$ cat config.mk
export PLATFORM = sky130hd
export DESIGN_NAME = alloc_undo_log
export DESIGN_NICKNAME = d
export VERILOG_FILES = /design/src/rtl/aul_pkg.sv /design/src/rtl/aul_decode.sv /design/src/rtl/aul_match.sv /design/src/rtl/alloc_undo_log.sv
export SDC_FILE = /design/constraint.sdc
export NUM_CORES = 2
export LEC_CHECK = 0
export BUFFER_PORTS_ARGS = -buffer_cell sky130_fd_sc_hd__buf_4
export CAP_MARGIN = 10
export CORE_ASPECT_RATIO = 0.5
export CORE_MARGIN = 3
export CORE_UTILIZATION = 40
export DETAILED_ROUTE_END_ITERATION = 16
export PLACE_DENSITY = 0.63
export SLEW_MARGIN = 20
export SYNTH_ARGS = -nofsm -noshare
export SYNTH_HDL_FRONTEND = slang
export SYNTH_SLANG_ARGS = --single-unit
$ cat constraint.sdc
create_clock -name clk -period 11.48 [get_ports clk]
set_input_delay 2.296 -clock clk [delete_from_list [all_inputs] [get_ports clk]]
set_output_delay 2.296 -clock clk [all_outputs]
set_load 0.03 [all_outputs]
$ cat src/rtl/aul_pkg.sv
package aul_pkg;

    typedef enum logic [1:0] {
        CLS_OTHER = 2'd0,
        CLS_ALLOC = 2'd1,
        CLS_INVAL = 2'd2
    } instr_cls_e;

    localparam logic [15:0] OP_MASK  = 16'hF0FF;
    localparam logic [15:0] OP_ALLOC = 16'h00C3;
    localparam logic [15:0] OP_INVAL = 16'h0093;

endpackage

$ cat src/rtl/aul_decode.sv
module aul_decode
    import aul_pkg::*;
(
    input  logic [15:0] op,
    output instr_cls_e  cls
);
    logic [15:0] masked;

    always_comb begin
        masked = op & OP_MASK;
        if (masked == OP_ALLOC)
            cls = CLS_ALLOC;
        else if (masked == OP_INVAL)
            cls = CLS_INVAL;
        else
            cls = CLS_OTHER;
    end
endmodule

$ cat src/rtl/aul_match.sv
module aul_match #(
    parameter int DEPTH     = 8,
    parameter int AW        = 32,
    parameter int LINE_BITS = 5,
    parameter int CW        = $clog2(DEPTH + 1),
    parameter int IW        = $clog2(DEPTH)
) (
    input  logic [DEPTH-1:0][AW-1:0] ent_addr,
    input  logic [CW-1:0]            ent_cnt,
    input  logic [AW-1:0]            probe,
    output logic                     hit,
    output logic [IW-1:0]            hit_idx
);
    logic [DEPTH-1:0] line_eq;

    for (genvar g = 0; g < DEPTH; g++) begin : g_cmp
        assign line_eq[g] = (CW'(g) < ent_cnt) &&
                            (ent_addr[g][AW-1:LINE_BITS] == probe[AW-1:LINE_BITS]);
    end

    always_comb begin
        hit     = 1'b0;
        hit_idx = '0;
        for (int k = DEPTH - 1; k >= 0; k--) begin
            if (line_eq[k]) begin
                hit     = 1'b1;
                hit_idx = IW'(k);
            end
        end
    end
endmodule

$ cat src/rtl/alloc_undo_log.sv
module alloc_undo_log
    import aul_pkg::*;
#(
    parameter int DEPTH     = 8,
    parameter int AW        = 32,
    parameter int DW        = 32,
    parameter int LINE_BITS = 5
) (
    input  logic          clk,
    input  logic          rst,
    input  logic          instr_valid,
    input  logic [15:0]   instr_op,
    input  logic [AW-1:0] instr_addr,
    input  logic [DW-1:0] instr_old,
    input  logic          instr_cacheable,
    output logic          busy,
    output logic          wr_valid,
    input  logic          wr_ready,
    output logic [AW-1:0] wr_addr,
    output logic [DW-1:0] wr_data,
    output logic          pending,
    output logic          overflow
);
    localparam int CW = $clog2(DEPTH + 1);
    localparam int IW = $clog2(DEPTH);

    typedef struct packed {
        logic [DEPTH-1:0][AW-1:0] addr;
        logic [DEPTH-1:0][DW-1:0] data;
        logic [CW-1:0]            cnt;
        logic                     ovf;
        logic                     wv;
        logic [AW-1:0]            wa;
        logic [DW-1:0]            wd;
    } state_t;

    state_t     st_q, st_d;
    instr_cls_e cls;
    logic       hit;
    logic [IW-1:0] hit_idx;
    logic       accept;
    logic       full;

    aul_decode u_decode (
        .op  (instr_op),
        .cls (cls)
    );

    aul_match #(
        .DEPTH     (DEPTH),
        .AW        (AW),
        .LINE_BITS (LINE_BITS),
        .CW        (CW),
        .IW        (IW)
    ) u_match (
        .ent_addr (st_q.addr),
        .ent_cnt  (st_q.cnt),
        .probe    (instr_addr),
        .hit      (hit),
        .hit_idx  (hit_idx)
    );

    assign accept = instr_valid && !st_q.wv;
    assign full   = (st_q.cnt == CW'(DEPTH));

    always_comb begin
        st_d = st_q;
        if (st_q.wv && wr_ready)
            st_d.wv = 1'b0;
        if (accept) begin
            case (cls)
                CLS_ALLOC: begin
                    if (instr_cacheable) begin
                        if (full) begin
                            st_d.ovf = 1'b1;
                        end else begin
                            st_d.addr[st_q.cnt[IW-1:0]] = instr_addr;
                            st_d.data[st_q.cnt[IW-1:0]] = instr_old;
                            st_d.cnt = st_q.cnt + CW'(1);
                        end
                    end
                end
                CLS_INVAL: begin
                    if (hit) begin
                        st_d.wv = 1'b1;
                        st_d.wa = st_q.addr[hit_idx];
                        st_d.wd = st_q.data[hit_idx];
                        for (int j = 0; j < DEPTH - 1; j++) begin
                            if (IW'(j) >= hit_idx) begin
                                st_d.addr[j] = st_q.addr[j+1];
                                st_d.data[j] = st_q.data[j+1];
                            end
                        end
                        st_d.cnt = st_q.cnt - CW'(1);
                    end
                end
                default: st_d.cnt = '0;
            endcase
        end
    end

    always_ff @(posedge clk) begin
        if (rst) begin
            st_q.cnt <= '0;
            st_q.ovf <= 1'b0;
            st_q.wv  <= 1'b0;
            st_q.wa  <= '0;
            st_q.wd  <= '0;
            st_q.addr <= '0;
            st_q.data <= '0;
        end else begin
            st_q <= st_d;
        end
    end

    assign busy     = st_q.wv;
    assign wr_valid = st_q.wv;
    assign wr_addr  = st_q.wa;
    assign wr_data  = st_q.wd;
    assign pending  = (st_q.cnt != '0);
    assign overflow = st_q.ovf;

    AST_CNT_BOUND: assert property (@(posedge clk) disable iff (rst)
        st_q.cnt <= CW'(DEPTH));

    AST_OVF_STICKY: assert property (@(posedge clk) disable iff (rst)
        overflow |=> overflow);

    AST_WR_HOLD: assert property (@(posedge clk) disable iff (rst)
        (wr_valid && !wr_ready) |=> (wr_valid && $stable(wr_addr) && $stable(wr_data)));

    AST_OTHER_CLEARS: assert property (@(posedge clk) disable iff (rst)
        (instr_valid && !busy && cls == CLS_OTHER) |=> !pending);

    AST_NOCACHE_KEEP: assert property (@(posedge clk) disable iff (rst)
        (instr_valid && !busy && cls == CLS_ALLOC && !instr_cacheable) |=> $stable(st_q.cnt));

    AST_MISS_IDLE: assert property (@(posedge clk) disable iff (rst)
        (instr_valid && !busy && cls == CLS_INVAL && !hit) |=> (!wr_valid && $stable(st_q.cnt)));

    AST_HIT_RANGE: assert property (@(posedge clk) disable iff (rst)
        hit |-> (CW'(hit_idx) < st_q.cnt));
endmodule

==> reports/metrics.yaml <==
io_pins: 153
fp-row-count: 71
ff2ff_path_depth: 12
r2r_slack_ps: 5770
holdPathEnd: "st_q[301]$_SDFFE_PP0P_"
io_buffers: 148
layout_commonest_cell: "dfxtp_1"
dr.first_iter.drc_count: 4189
fin_worst_skew_ps: 23.8
hold_path_depth: 2
path_cells: "buf_4, xor2_1, nor4_1, nand3_1, or4_1, and2_4, o21ai_4, buf_4, a21o_2, and2_2, buf_4, a211oi_1"
cpMostUsedCell: "buf_4"
yosys_warnings: 0
cts_hold_buf: 0
slowest_stage: "buf_4"
die_area_mm2: 0.0820
clock.fmax_mhz: 144
syn_area_mm2: 0.0314
powerDensity_mw_per_mm2: 125
slew_headroom: 0.228
antenna_found_initial: 2
path_clk_slew_ps: 60
setup_violations: 0
finalCritPeriodShare: 0.605
finalCriticalPeriod_ps: 6950
final_nets: 3613
clockBufferDepth: 3
n_fill_cell: 7495
seq_area_frac_synth: 0.371
ys_types: 71
hold_viol_final: 0
vias: 30000
crit_path_end_kind: "register"
cts_tree: "yes"
syn_area_per_cell_um2: 8.27
leakage_uw: 0.0108
netlist_instances: 3792
final_antenna_net_count: 0
htreeDepth: 2
grt_max_degree: 208
max_stage_delay_ps: 760
coreArea_mm2: 0.0764
globalRouteTotalUtil: 0.285
drt_wl_total_um: 122000
final_cell_mix: "dfxtp_1, a211oi_1, nor2_1"
clk_latency_ps: 650
start_kind: "primary input"
async_flop_share: 0
cts_root_buf: "clkbuf_16"
arrival_ps: 7420
vias_per_cell: 6.53
peakVddDrop_uv: 112
maxCapViolCount: 0
reg2reg_to: "wr_data[10]$_SDFFE_PP0P_"
post_cts_buffers: 0
criticalPathCategory: "in -> reg"
grt_pass1_vias: 27400
cts_buffers: 57
worstReg2RegStart: "st_q[67]$_SDFFE_PP0P_"
place_hpwl_um: 71400
clock_sinks: 582
status: "finished, final reports clean"
min-delay-start: "st_q[301]$_SDFFE_PP0P_"
syn_to_final_growth_pct: 7.33
synth-edff-count: 0
tns_ps: 0
grt_pass1_wl_um: 181000
drive_gt1_frac: 0.0989
routabilityCongestion: 1.05
critPathTopFamily: "simple AND/OR/NAND/NOR gates"
rsz0062_at_grt: "no"
overflow: 0
dr.pass1.iters: 8
placed_area_mm2: 0.0317
slew_viol_final: 0
ctsResizeCount: 0
yosys_register_bits: 582
start_util: 0.411
min-delay-path-class: "reg -> reg"
worstPathMaxFanout: 52
critical_path_depth: 12
synth-main-ff-cell: "dfxtp_1"
tightestPinTransition_ps: 1150
die_h_um: 204
startpoint: "instr_addr[11]"
syn_nets: 3880
final_area_mm2: 0.0337
cp_num_buf_inv: 3
die_x_um: 402
wl_per_cell_um: 26.7
drc: 0
critPathRequiredTime_ps: 11950
## cell families after synthesis
logic type | Yosys count | synth area share
AND/OR/NAND/NOR | 978 | 0.137
buffers and inverters | 531 | 0.0875
AO/OA/AOI/OAI | 1401 | 0.317
adder cells (fa/ha/maj) | 3 | 0.00120
flip-flops | 582 | 0.371
multiplexers | 81 | 0.0258
XOR/XNOR | 216 | 0.0603
## how the worst max path moves through the flow
| stage | end | slack (ps) |
|---|---|---|
| after floorplan | wr_addr[0]$_SDFFE_PP0P_ | 6170 |
| after global placement | wr_data[10]$_SDFFE_PP0P_ | 3830 |
| after detailed placement | wr_data[10]$_SDFFE_PP0P_ | 3740 |
| after CTS | wr_data[10]$_SDFFE_PP0P_ | 4410 |
| after global routing | st_q[101]$_SDFFE_PP0P_ | 4540 |
| final | st_q[80]$_SDFFE_PP0P_ | 4530 |
## layer usage
metal | GRT usage | share of wire | routed length, um
met1 | 0.401 | 0.43 | 52500
met2 | 0.431 | 0.43 | 52900
met3 | 0.0589 | 0.10 | 12800
met4 | 0.103 | 0.035 | 4230
met5 | 0 | 0.00011 | 13
## synth_stat cells (all sizes together) (52+ instances only)
cell,instances,area share
a22o,77,0.022
a21oi,244,0.039
xor2,136,0.038
xnor2,80,0.022
a211oi,438,0.10
o21ai,71,0.011
clkbuf,354,0.047
a2bb2oi,52,0.015
buf,168,0.039
o22ai,114,0.023
dfxtp,582,0.37
nor3,58,0.0093
a22oi,323,0.077
nor2,421,0.051
mux2i,81,0.026
nand3,58,0.0097
nand2,293,0.035
## per-stage QoR
stage	power [uW]	hold slack [ps]	util	std cells	setup slack, ps
finish	4210	473	0.441	4593	4530
global route	4310	491	0.441	4593	4540
CTS	4210	475	0.440	4591	4410
detailed placement	2260	463	0.415	4487	3740
global placement	2260	454	0.414	4486	3830
floorplan	2190	429	-	3792	6170
## registers in the layout, indices dropped and copies added (netlist names)
| register | count |
|---|---|
| st_q | 516 |
| wr_addr | 32 |
| wr_data | 32 |
| busy | 1 |
| overflow | 1 |
## final cells by class
| type | instances | area (um2) | area share |
|---|---|---|---|
| clock buffers | 84 | 1700 | 0.0504 |
| diodes | 1 | 2.50 | 0.0000743 |
| well taps | 1022 | 1280 | 0.0380 |
| inverters | 5 | 18.8 | 0.000557 |
| multi-input cells | 2679 | 17200 | 0.510 |
| repair buffers | 200 | 1610 | 0.0477 |
| clock inverters | 20 | 234 | 0.00695 |
| flip-flops and latches | 582 | 11700 | 0.346 |
## power by group
group / switching, uW / internal (uW)
clock: 870 / 1120
combinational: 151 / 53.3
sequential: 0.307 / 2020
## worst register-to-register path, cell delays in order, from the launching register on
cell and delay (ps):
dfxtp_1 590, ha_1 380, nor3_1 110, or4_1 550, nor4_2 510, a211o_4 800
a21bo_2 320, nand2_4 320, buf_12 420, or2_2 580, buf_4 440, a2bb2oi_1 300
a32o_1 300
(Power assumes the default switching activity.)
